===== config.mk =====
export PLATFORM = sky130hd
export DESIGN_NAME = tribus_datapath
export DESIGN_NICKNAME = d
export VERILOG_FILES = /design/src/rtl/tribus_pkg.sv /design/src/rtl/tribus_onehot_dec.sv /design/src/rtl/tribus_regfile.sv /design/src/rtl/tribus_alu.sv /design/src/rtl/tribus_datapath.sv
export SDC_FILE = /design/constraint.sdc
export NUM_CORES = 1
export LEC_CHECK = 0
export ABC_AREA = 0
export BUFFER_PORTS_ARGS = -buffer_cell sky130_fd_sc_hd__buf_2
export CAP_MARGIN = 30
export CORE_MARGIN = 2
export CORE_UTILIZATION = 50
export CTS_BUF_LIST = sky130_fd_sc_hd__clkbuf_8 sky130_fd_sc_hd__clkbuf_16
export DETAILED_ROUTE_END_ITERATION = 12
export MAX_ROUTING_LAYER = met4
export PLACE_DENSITY = 0.78
export SYNTH_ARGS = -nofsm -noshare
export SYNTH_HDL_FRONTEND = slang
export SYNTH_SLANG_ARGS = --single-unit

===== constraint.sdc =====
create_clock -name clk -period 3.3 [get_ports clk]
set_clock_uncertainty 0.05 [all_clocks]
set_input_delay 0.66 -clock clk [delete_from_list [all_inputs] [get_ports clk]]
set_output_delay 0.66 -clock clk [all_outputs]
set_load 0.02 [all_outputs]

===== src/rtl/tribus_pkg.sv =====
// Package: shared widths, control-word layout and named function selects
// for the four-register three-bus datapath.
// Assumes: the register count is a power of two, so the address width is exact.
package tribus_pkg;

    localparam int DP_DATA_W   = 4;
    localparam int DP_NUM_REGS = 4;
    localparam int DP_ADDR_W   = $clog2(DP_NUM_REGS);
    localparam int DP_FSEL_W   = 4;

    // Control word, most significant field first (layout is behaviour).
    typedef struct packed {
        logic                 src_alu;     // 1: ALU result on write bus
        logic                 logic_mode;  // 1: bitwise functions
        logic                 carry_in;    // active-high carry into bit 0
        logic [DP_FSEL_W-1:0] fsel;        // function select S3..S0
        logic [DP_ADDR_W-1:0] a_addr;      // register on the A bus
        logic [DP_ADDR_W-1:0] b_addr;      // register on the B bus
        logic [DP_ADDR_W-1:0] d_addr;      // destination register
    } dp_ctrl_t;

    localparam int DP_CTRL_W = $bits(dp_ctrl_t);

    // Frequently used function selects.
    localparam logic [DP_FSEL_W-1:0] FS_ADD  = 4'b1001;
    localparam logic [DP_FSEL_W-1:0] FS_SUB  = 4'b0110;
    localparam logic [DP_FSEL_W-1:0] FS_AND  = 4'b1011;
    localparam logic [DP_FSEL_W-1:0] FS_OR   = 4'b1110;
    localparam logic [DP_FSEL_W-1:0] FS_XOR  = 4'b0110;
    localparam logic [DP_FSEL_W-1:0] FS_NOTA = 4'b0000;

endpackage


===== src/rtl/tribus_onehot_dec.sv =====
// Module: binary-to-one-hot decoder for register enables.
// Assumes: NUM_OUT <= 2**ADDR_W. The output is all-zero when en is low.
module tribus_onehot_dec #(
    parameter int ADDR_W  = 2,
    parameter int NUM_OUT = 4
) (
    input  logic              en,
    input  logic [ADDR_W-1:0] addr,
    output logic [NUM_OUT-1:0] sel
);

    // One comparator per output line.
    for (genvar i = 0; i < NUM_OUT; i++) begin : g_line
        assign sel[i] = en && (addr == ADDR_W'(i));
    end

endmodule


===== src/rtl/tribus_regfile.sv =====
// Module: register bank with one-hot write enables and two one-hot-enabled
// read buses (AND-OR, standing in for bus drivers).
// Assumes: at most one write enable is set. Each read enable is one-hot.
module tribus_regfile #(
    parameter int DATA_W   = 4,
    parameter int NUM_REGS = 4
) (
    input  logic                       clk,
    input  logic                       rst_n,
    input  logic [NUM_REGS-1:0]        wr_sel,
    input  logic [DATA_W-1:0]          wr_data,
    input  logic [NUM_REGS-1:0]        a_sel,
    input  logic [NUM_REGS-1:0]        b_sel,
    output logic [DATA_W-1:0]          a_bus,
    output logic [DATA_W-1:0]          b_bus,
    output logic [NUM_REGS*DATA_W-1:0] regs_flat
);

    logic [DATA_W-1:0] store [NUM_REGS];

    for (genvar i = 0; i < NUM_REGS; i++) begin : g_reg
        // Hold, clear on reset, or load from the write bus when enabled.
        always_ff @(posedge clk) begin
            if (!rst_n)
                store[i] <= '0;
            else if (wr_sel[i])
                store[i] <= wr_data;
        end
        assign regs_flat[i*DATA_W +: DATA_W] = store[i];
    end

    // Merge the enabled register onto each read bus.
    always_comb begin
        a_bus = '0;
        b_bus = '0;
        for (int i = 0; i < NUM_REGS; i++) begin
            a_bus = a_bus | ({DATA_W{a_sel[i]}} & store[i]);
            b_bus = b_bus | ({DATA_W{b_sel[i]}} & store[i]);
        end
    end

endmodule


===== src/rtl/tribus_alu.sv =====
// Module: classic 4-bit ALU slice, widened by parameter. Per bit it forms
// P = A | B&S0 | ~B&S1 and Q = A&B&S3 | A&~B&S2. Arithmetic mode returns
// P + Q + cin. Logic mode returns ~(P ^ Q) with the carry ignored.
// Assumes: the carry-in is active high. cout is forced low in logic mode.
module tribus_alu #(
    parameter int DATA_W = 4,
    parameter int FSEL_W = 4
) (
    input  logic [DATA_W-1:0] a,
    input  logic [DATA_W-1:0] b,
    input  logic [FSEL_W-1:0] fsel,
    input  logic              logic_mode,
    input  logic              carry_in,
    output logic [DATA_W-1:0] y,
    output logic              cout
);

    localparam int SUM_W = DATA_W + 1;

    logic [DATA_W-1:0] p_term;
    logic [DATA_W-1:0] q_term;
    logic [SUM_W-1:0]  sum;

    for (genvar i = 0; i < DATA_W; i++) begin : g_bit
        assign p_term[i] = a[i] | (b[i] & fsel[0]) | (~b[i] & fsel[1]);
        assign q_term[i] = (a[i] & b[i] & fsel[3]) | (a[i] & ~b[i] & fsel[2]);
    end

    // Ripple sum of the two terms and the carry.
    assign sum = SUM_W'(p_term) + SUM_W'(q_term) + SUM_W'(carry_in);

    // Pick the arithmetic or bitwise result.
    always_comb begin
        if (logic_mode) begin
            y    = ~(p_term ^ q_term);
            cout = 1'b0;
        end else begin
            y    = sum[DATA_W-1:0];
            cout = sum[DATA_W];
        end
    end

endmodule


===== src/rtl/tribus_datapath.sv =====
// Module: top of the four-register three-bus datapath. It splits the control
// word, decodes the A, B and destination addresses, runs the ALU on the two
// read buses and writes the chosen write-bus value to one register.
// Assumes: the control word is stable around the rising edge. The reset is
// synchronous and active low.
module tribus_datapath
    import tribus_pkg::*;
#(
    parameter int DATA_W   = DP_DATA_W,
    parameter int NUM_REGS = DP_NUM_REGS,
    parameter int CTRL_W   = DP_CTRL_W
) (
    input  logic                       clk,
    input  logic                       rst_n,
    input  logic                       wr_en,
    input  logic [CTRL_W-1:0]          ctrl,
    input  logic [DATA_W-1:0]          ext_in,
    output logic [NUM_REGS*DATA_W-1:0] regs_q,
    output logic                       alu_cout
);

    dp_ctrl_t            cw;
    logic [NUM_REGS-1:0] a_sel;
    logic [NUM_REGS-1:0] b_sel;
    logic [NUM_REGS-1:0] d_sel;
    logic [DATA_W-1:0]   a_bus;
    logic [DATA_W-1:0]   b_bus;
    logic [DATA_W-1:0]   alu_y;
    logic [DATA_W-1:0]   c_bus;

    assign cw = dp_ctrl_t'(ctrl);

    tribus_onehot_dec #(.ADDR_W(DP_ADDR_W), .NUM_OUT(NUM_REGS)) u_dec_a (
        .en(1'b1), .addr(cw.a_addr), .sel(a_sel)
    );
    tribus_onehot_dec #(.ADDR_W(DP_ADDR_W), .NUM_OUT(NUM_REGS)) u_dec_b (
        .en(1'b1), .addr(cw.b_addr), .sel(b_sel)
    );
    tribus_onehot_dec #(.ADDR_W(DP_ADDR_W), .NUM_OUT(NUM_REGS)) u_dec_d (
        .en(wr_en), .addr(cw.d_addr), .sel(d_sel)
    );

    tribus_alu #(.DATA_W(DATA_W), .FSEL_W(DP_FSEL_W)) u_alu (
        .a(a_bus), .b(b_bus), .fsel(cw.fsel),
        .logic_mode(cw.logic_mode), .carry_in(cw.carry_in),
        .y(alu_y), .cout(alu_cout)
    );

    // Write-bus source: external nibble or ALU result.
    assign c_bus = cw.src_alu ? alu_y : ext_in;

    tribus_regfile #(.DATA_W(DATA_W), .NUM_REGS(NUM_REGS)) u_regs (
        .clk(clk), .rst_n(rst_n), .wr_sel(d_sel), .wr_data(c_bus),
        .a_sel(a_sel), .b_sel(b_sel), .a_bus(a_bus), .b_bus(b_bus),
        .regs_flat(regs_q)
    );

endmodule


==> results summary, run 1 <==
The run finished, with violations left. The checks that failed: negative setup slack. The worst min-delay path endpoint is u_regs.store[3][2]. The count of unique library cells instantiated by Yosys is 24. For the pin with the worst max-slew slack, the measured transition is 625 ps.

The first-pass GRT wire length is 4530 µm. At the worst endpoint, the required time is 2590 ps. VDD sags by at most 0.251 mV. The clock sink count came out at 16. The final number of hold-violating endpoints is 0. The synthesized netlist devotes 6.27% of its cell area to compound gates. Setup repair after global routing could not meet its margin everywhere. The setup path with the least slack is of type in -> out. The remaining antenna violation count came out at 0. The number of antenna violations at the first check in global routing is 0. The TritonCTS clock tree is done. Counting flops per register, the top entry is u_regs.store. The top-level port count is 37. The instance count after placement with tap cells included came out at 180. The biggest area contributor in the post-synthesis netlist is sky130_fd_sc_hd__edfxtp_1. The iteration count of the initial detailed-routing pass came out at 4. The remaining routing DRC violations is 0. The horizontal die dimension is 53.3 µm. For this design, the slowest cell found on the critical path is sky130_fd_sc_hd__fa_2. The post-route netlist has 38.6% of its cells at a drive strength greater than 1. The met3 routed wirelength is 152 µm. The data arrival at the endpoint of the critical path came out at 2610 ps. CTS placed an instance of sky130_fd_sc_hd__clkbuf_8 at the clock tree root. In the detailed route, the total length drawn on met2 is 1460 µm. The largest registers in the layout are u_regs.store x16.

Dividing the final minimum period by the clock period gives 101%. Setup total negative slack on the finished layout was measured at -22.1 ps. The net total in the final layout came out at 185.

The number of cells on the worst hold path came out at 3. The sequential-to-total area share from yosys stat is 39.5%. The worst pin sits at a relative slew slack of 57.9%. The flip-flop count of the largest register, all copies and words added is 16.

Entering global routing, the biggest net connects 10 pins. The length in cells of the worst reg-to-reg path came out at 9. The number of failing setup endpoints in the final timing report came out at 1. The total die area is 2850 µm².

The total of hold buffers inserted after clock tree synthesis is 0. The initial core utilization came out at 54.0%. In this run the vertical extent of the chip is 53.3 µm. The final instance area came out at 1570 µm². Synthesis inferred 16 register bits. The share of the synthesized netlist area taken by xor and xnor gates is 0.719%. The count of input and output buffers is 36. The clock latency on the worst-skew pair came out at 250 ps. The maximum buffer depth of the clock tree came out at 2. The cell occurring most often along the worst timing path is sky130_fd_sc_hd__nor2_1. The number of CTS-inserted buffers came out at 3. Summing the areas of all fa, ha and maj instances in the mapped netlist gives 7.40% of the synthesized area.

The cell area after synthesis came out at 1220 µm². The worst register-to-register path begins at u_regs.store[2][0]. The floorplan core area came out at 2250 µm². The overall via count from detail_route came out at 1058.

The cell area after placement is 1460 µm². The total number of placement rows is 17. The design draws 607 µW. Synthesis produced a netlist with a net count of 139. The maximum frequency from static timing analysis came out at 0.301 GHz. The combined global-route utilization of all metal layers is 23.2%. The worst setup path is captured at a primary output. The detailed-route wire length on metal 1 came out at 1280 µm. After global routing the overflow that remains totals 0. For this run, the share of the core covered by cells in the final layout is 69.6%. The post-synthesis area per instance is 10.8 µm². Max-cap violations in this run came to 0. The routability congestion estimate from global placement is 0.816. Leaving out filler cells and counting taps, the final layout contains 186. In this run the most critical hold path is launched from ext_in[2].

The total length of routed wires is 2950 µm. The count of H-tree levels built during CTS came out at 1. Synthesis produced 113 cells. Setup slack on the worst reg-to-reg path comes out at 470 ps.

The proportion of synthesized area in mux cells is 24.3%. The worst path setup slack after routing came out at -22.1 ps. The initial DRC count is 30. By area the synthesized netlist is led by sky130_fd_sc_hd__edfxtp_1, sky130_fd_sc_hd__mux2i_1, sky130_fd_sc_hd__mux4_2, sky130_fd_sc_hd__nor2_1, sky130_fd_sc_hd__nor2b_1.

The number of max-slew violations in the final report is 0. The area share of the largest cell type after synthesis came out at 39.5%. The kind of cell adding the most delay to the critical path is multiplexers. By area, the combinational part of the netlist is dominated by multiplexers. The signal on the critical path passes through buf_8, mux2i_1, mux2_4, mux2i_1, and2b_2, fa_2, inv_2, fa_2, a21oi_2, nor2_1, nor2_1, nor2_1, buf_4. The critical path contains buffers and inverters numbering 3 combined. STA classifies the critical path startpoint as an input port. The relative area change from synthesis to final layout came out at 29.0%. Dividing the detail-routed wire length by the instance count gives 15.9 µm. The leakage power came out at 0.000738 µW. The final critical delay including setup and external delays came out at 3320 ps. The simple-gate area share of the yosys netlist is 19.1%.

The class of the tightest hold or removal check is in -> reg. The power per standard cell area came out at 386 nW/µm². The peak per-stage delay on the critical path came out at 350 ps. During synthesis, Yosys emitted a total of 0 warnings. The maximum fanout along the worst path came out at 3. The detailed router used layers up to and including met4. The number of vias per cell is 5.69. The worst register-to-register path ends at u_regs.store[0][2].

The via count of the first global-routing pass came out at 1031. The clock-pin slew on the worst setup and hold paths came out at 60 ps. After legalization and detailed placement, the total HPWL measured 2290 µm. The final antenna diode count came out at 0.
[area by class of cell]
class | count | area [µm²]
inverter | 5 | 18.8
timing repair buffer | 43 | 251
clock inverter | 1 | 3.75
tap | 28 | 35.0
multi-input combinational | 90 | 739
clock buffer | 3 | 41.3
fill | 177 | 684
sequential | 16 | 480
[logic make-up after synthesis]
logic type	Yosys count
DFF	16
xor gates and xnor gates	1
muxes	24
AOI/OAI and AO/OA	11
adders and majority gates	6
and+or+nand+nor	48
buffers and inverters	7
[cells in the final DEF, fill, tap and decap left out, types with 2 or more instances in the layout]
| master | n |
|---|---|
| sky130_fd_sc_hd__buf_2 | 33 |
| sky130_fd_sc_hd__nor2_1 | 21 |
| sky130_fd_sc_hd__edfxtp_1 | 16 |
| sky130_fd_sc_hd__mux2i_1 | 15 |
| sky130_fd_sc_hd__nor2b_1 | 10 |
| sky130_fd_sc_hd__buf_4 | 8 |
| sky130_fd_sc_hd__nand2_1 | 5 |
| sky130_fd_sc_hd__mux4_2 | 4 |
| sky130_fd_sc_hd__inv_1 | 4 |
| sky130_fd_sc_hd__nand2b_1 | 4 |
| sky130_fd_sc_hd__nand3_1 | 4 |
| sky130_fd_sc_hd__o21ai_0 | 4 |
| sky130_fd_sc_hd__ha_1 | 4 |
| sky130_fd_sc_hd__a211o_1 | 3 |
| sky130_fd_sc_hd__clkbuf_8 | 3 |
| sky130_fd_sc_hd__mux2_2 | 2 |
| sky130_fd_sc_hd__mux2_4 | 2 |
| sky130_fd_sc_hd__fa_2 | 2 |
[worst max-delay path by stage]
| stage | from | to | slack (ps) | depth (start not counted) |
|---|---|---|---|---|
| floorplan | ctrl[2] | alu_cout | 10 | 12 |
| global placement | ctrl[2] | alu_cout | 6 | 13 |
| detailed placement | ctrl[2] | alu_cout | -70 | 12 |
| CTS | ctrl[2] | alu_cout | 10 | 13 |
| global route | ctrl[2] | alu_cout | -160 | 13 |
| finish | ctrl[2] | alu_cout | -20 | 13 |
[power breakdown]
| part | total [µW] | internal [µW] | leakage [µW] | switching (µW) |
|---|---|---|---|---|
| Sequential | 248 | 237 | 0.000168 | 10.8 |
| Clock | 150 | 82.7 | 0.0000231 | 67.7 |
| Combinational | 208 | 97.4 | 0.000547 | 111 |
[Yosys cell counts (all sizes together)]
library cell	n
a211oi	1
o22ai	1
xnor2	1
nor2	21
buf	1
inv	5
nand2	5
mux2	4
nand2b	5
a21oi	1
clkbuf	1
fa	2
o21ai	4
mux4	4
and3	1
nor2b	10
and2b	1
edfxtp	16
ha	4
nand4	1
o2111a	1
nand3	4
a211o	3
mux2i	16
[through the flow]
step | hold WS (ps) | setup WS (ps)
floorplan | 862 | 12.1
global placement | 1030 | 6.29
detailed placement | 1040 | -73.0
CTS | 780 | 10.3
global route | 802 | -164
finish | 783 | -22.1
[repair_timing]
action	in CTS	in global routing
setup endpoints to repair	1	1
gates resized for setup	4	10
setup buffers	2	0
pin swaps	1	1
[routing by layer]
| metal | vias up | GRT usage [%] |
|---|---|---|
| li1 | 501 | - |
| met1 | 499 | 28.2 |
| met2 | 49 | 39.1 |
| met3 | 9 | 3.39 |
| met4 | 0 | 8.55 |
| met5 | - | - |
[worst register-to-register path, cell delays in order, from the launching register on]
cell                       delay, ps
sky130_fd_sc_hd__edfxtp_1        450
sky130_fd_sc_hd__mux4_2          560
sky130_fd_sc_hd__and2b_2         250
sky130_fd_sc_hd__fa_2            200
sky130_fd_sc_hd__inv_2            40
sky130_fd_sc_hd__fa_2            350
sky130_fd_sc_hd__nor2_1          160
sky130_fd_sc_hd__xnor2_1          90
sky130_fd_sc_hd__mux2i_1         320
sky130_fd_sc_hd__nor2_1          110
Power figures use the tool's default switching activity.
==> run 2: changes to the inputs <==
- ABC_AREA: 0 -> 1
- CORE_ASPECT_RATIO: not set -> 0.5
- PLACE_DENSITY: 0.78 -> 0.77
==> run 2 against run 1 <==
Compared with the run above:
- the flow now finishes without violations
- final cell count is 33% higher
- sequential share of layout area decreased by 1.2 points
- non-clock buffer count decreased by 3
- flip-flop and latch count unchanged
- critical path type unchanged
==> results summary, run 2 <==
The flow ran to the end, and the final reports show no timing, DRC or antenna violations. In the global route stage, met1 resource usage came out at 28.1%. The cell that appears most often on the critical path is sky130_fd_sc_hd__inv_2.

The clock-pin slew on the worst setup and hold paths came out at 60 ps. The peak per-stage delay on the critical path came out at 390 ps. Clock tree synthesis inserted a total of 3 buffers. The kind of cell adding the most delay to the critical path is adder cells.

The count of nets left with antenna violations once routing finished came out at 0. The number of max-slew violations in the final report came out at 0. Leaving out filler cells and counting taps, the final layout contains 248. For this run, the share of the core covered by cells in the final layout is 62.9%. The synthesized instance count came out at 173. Global routing used 34.9% of the available met2 tracks.

By instance count, the leading cell after synthesis is sky130_fd_sc_hd__nand2_1. Across the run, the number of max-cap violations was 0. The analysis attributes to cell leakage a power of 0.000773 µW.

The number of placed instances, taps included, is 241. The maximum buffer depth of the clock tree is 2. The data arrival at the endpoint of the critical path is 2440 ps. The final antenna diode count is 0. Of the total power, registers draw 41.5%. The power per standard cell area came out at 365 nW/µm².

The predominant post-synthesis flop cell is sky130_fd_sc_hd__edfxtp_1. The first-pass GRT wire length is 4800 µm. The relative max-transition margin came out at 53.8%. The share of total power consumed by net switching came out at 34.1%.

In this run the horizontal extent of the chip is 78.0 µm. The smallest clock period supported by the final layout is computed as 3150 ps. The congestion estimate from routability-driven global placement came to 0.909. The worst hold slack across all endpoints came out at 814 ps.

Setup repair after global routing left no endpoint under its margin. The largest registers in the layout are u_regs.store x16. The via count of the first global-routing pass came to 1025.

Buffers inserted to repair hold after CTS numbered 0. By startpoint and endpoint, the worst setup path is classified as in -> out. The library cell used most frequently in the layout, excluding fill and tap cells, is sky130_fd_sc_hd__buf_2. STA classifies the critical path startpoint as an input port.

For this run, the total global-route usage over all layers was measured as 21.2%. TritonCTS built the clock tree. The number of antenna violations at the first check in global routing is 0. The share of synthesized registers carrying an async set or reset is 0%. Registers take 480 µm². During synthesis, Yosys emitted a total of 0 warnings. The total buffers and inverters traversed by the critical path came out at 5. Synthesis produced a netlist with a net count of 199.

The final number of hold-violating endpoints came out at 0. The clock reaches the later pin of the worst-skew pair after 250 ps. The total die area is 3200 µm². The path class of the tightest hold or removal check is in -> reg. The number of synthesized register bits is 16. met2 is the most crowded layer. The total length of routed wires is 3130 µm. In the routed design, unresolved DRC markers number 0.

Combinational logic burns 33.4% of the power. By count the netlist is led by sky130_fd_sc_hd__nand2_1, sky130_fd_sc_hd__nand3_1, sky130_fd_sc_hd__nor2_1, sky130_fd_sc_hd__edfxtp_1, sky130_fd_sc_hd__inv_1. The largest net degree at the start of global routing came out at 11. The maximum fanout along the worst path came out at 10. The floorplan die height is 41.0 µm. The fraction of final layout cells sized beyond drive strength 1 came out at 33.6%. The number of filler instances in the final layout came out at 225.

The total number of placement rows came out at 13. The sequential-to-total area share from yosys stat came out at 35.1%. The switching power of the nets is 204 µW. The area share of the largest cell type after synthesis came out at 35.1%. The number of enable-type register cells in the synthesized netlist came out at 16. The maximum vdd drop is 0.319 mV. The detailed placement HPWL came out at 2600 µm. In the final timing run, aggregate negative setup slack is 0 ps. From synthesis to final layout, the design area changed by 19.5%.

The cell area after synthesis came out at 1370 µm². Yosys attributes the largest share of cell area to sky130_fd_sc_hd__edfxtp_1, sky130_fd_sc_hd__nand3_1, sky130_fd_sc_hd__nand2_1, sky130_fd_sc_hd__nor2_1, sky130_fd_sc_hd__ha_1. CTS built an H-tree with a depth of 1. The top-level port count is 37.

The fraction of met3 tracks used by global routing is 3.30%. The iteration count of the initial detailed-routing pass is 4. sky130_fd_sc_hd__edfxtp_1 takes more of the synthesized area than any other cell. The floorplan core area is 2600 µm². The initial DRC count came out at 66. After the last flow step, the layout net total stands at 238. The post-route fraction of the period consumed by the critical path came out at 95.4%. The count of unique library cells instantiated by Yosys is 30. Walking the worst path, the cells encountered are clkbuf_4, inv_2, nand3_2, nand2_4, nor2_8, nand2_2, nand2_2, nor2_4, inv_2, fa_1, inv_2, fa_1, nand3_1, a21oi_1, buf_4. Ranked by flip-flop count, first place goes to u_regs.store. Setup violations remaining at the end of the flow were counted as 0. The critical path capture point type is a primary output. In the layout the commonest cells are sky130_fd_sc_hd__buf_2, sky130_fd_sc_hd__nand2_1, sky130_fd_sc_hd__nor2_1. After detailed routing, the number of vias per cell comes to 5.20. The cell with the biggest individual delay on the critical path is sky130_fd_sc_hd__fa_1.

The clock sink count came out at 16. Summing all multi-input logic gate instances after layout gives 772 µm². The actual slew at the worst max-slew pin came out at 686 ps. The overall via count from detail_route came out at 1290.

The part of the total power dissipated in the clock network came out at 25.1%. The total overflow reported by the global router came out at 0. The post-synthesis area per instance came out at 7.92 µm². The average wire per cell in the routed design is 12.6 µm.

The register with the most flip-flops in the layout has 16 of them. The internal power is 394 µW. The tree is rooted in a sky130_fd_sc_hd__clkbuf_8. The initial core utilization came out at 52.6%. The count of input and output buffers came out at 36. The maximum frequency from static timing analysis is 0.318 GHz.

The cell area after placement is 1550 µm². At the worst endpoint, the required time is 2590 ps. The final instance area is 1640 µm².
==> run 2: cell count changes after synthesis, moves of 8 or more <==
cell and delta:
sky130_fd_sc_hd__inv_1 +8, sky130_fd_sc_hd__mux2i_1 -15, sky130_fd_sc_hd__nand2_1 +23, sky130_fd_sc_hd__nand3_1 +22
sky130_fd_sc_hd__nor2b_1 -10
==> run 2: path summary, 6_finish.rpt <==
kind              slack (ps)                  to               start  cells past startpoint
hold reg to reg         1330  u_regs.store[1][3]  u_regs.store[0][3]                      9
setup reg to reg         590  u_regs.store[3][1]  u_regs.store[1][0]                     13
hold / removal           810  u_regs.store[1][3]               rst_n                      2
setup / recovery         150            alu_cout             ctrl[2]                     15
==> run 2: per-layer routing <==
layer	part of all wire (%)	vias up	routed length (µm)
met2	47	44	1460
met5	0	-	0
met1	43	579	1360
met3	8.9	5	278
met4	1.1	0	33
li1	-	662	-
==> run 2: layout make-up <==
| type | count | share of cell area [%] |
|---|---|---|
| clock buffer | 3 | 2.52 |
| clock inverter | 1 | 0.229 |
| inverter | 18 | 4.43 |
| multi-input combinational | 133 | 47.2 |
| sequential | 16 | 29.4 |
| tap | 37 | 2.83 |
| timing repair buffer | 40 | 13.5 |
==> run 2: cell families (layout without fill, tap and decap cells) <==
kind of cell	count (synthesis)	after routing	synth area share, %
buf+inv	24	62	8.95
fa+ha+maj	6	6	6.58
mux	1	1	0.731
simple gates	108	108	40.8
flops	16	16	35.1
xor+xnor	1	1	0.639
compound gates	17	17	7.21
==> run 2: what timing repair did <==
item,4_1_cts,5_1_grt
endpoints found under the setup margin,0,1
buffers inserted,0,3
resized for setup,0,8
==> run 2: power by group through the flow <==
stage	sequential, µW	clock, µW	combinational (µW)
6_report	248	150	199
5_1_grt	249	161	223
4_1_cts	248	149	195
3_5_place_dp	252	0	194
3_3_place_gp	252	0	188
2_1_floorplan	264	0	125
==> run 2: stage by stage <==
stage	total power [µW]	worst slack, ps
3_5_place_dp	446	49.1
4_1_cts	591	59.6
5_1_grt	633	4.19
6_report	598	152
2_1_floorplan	389	172
3_3_place_gp	441	106
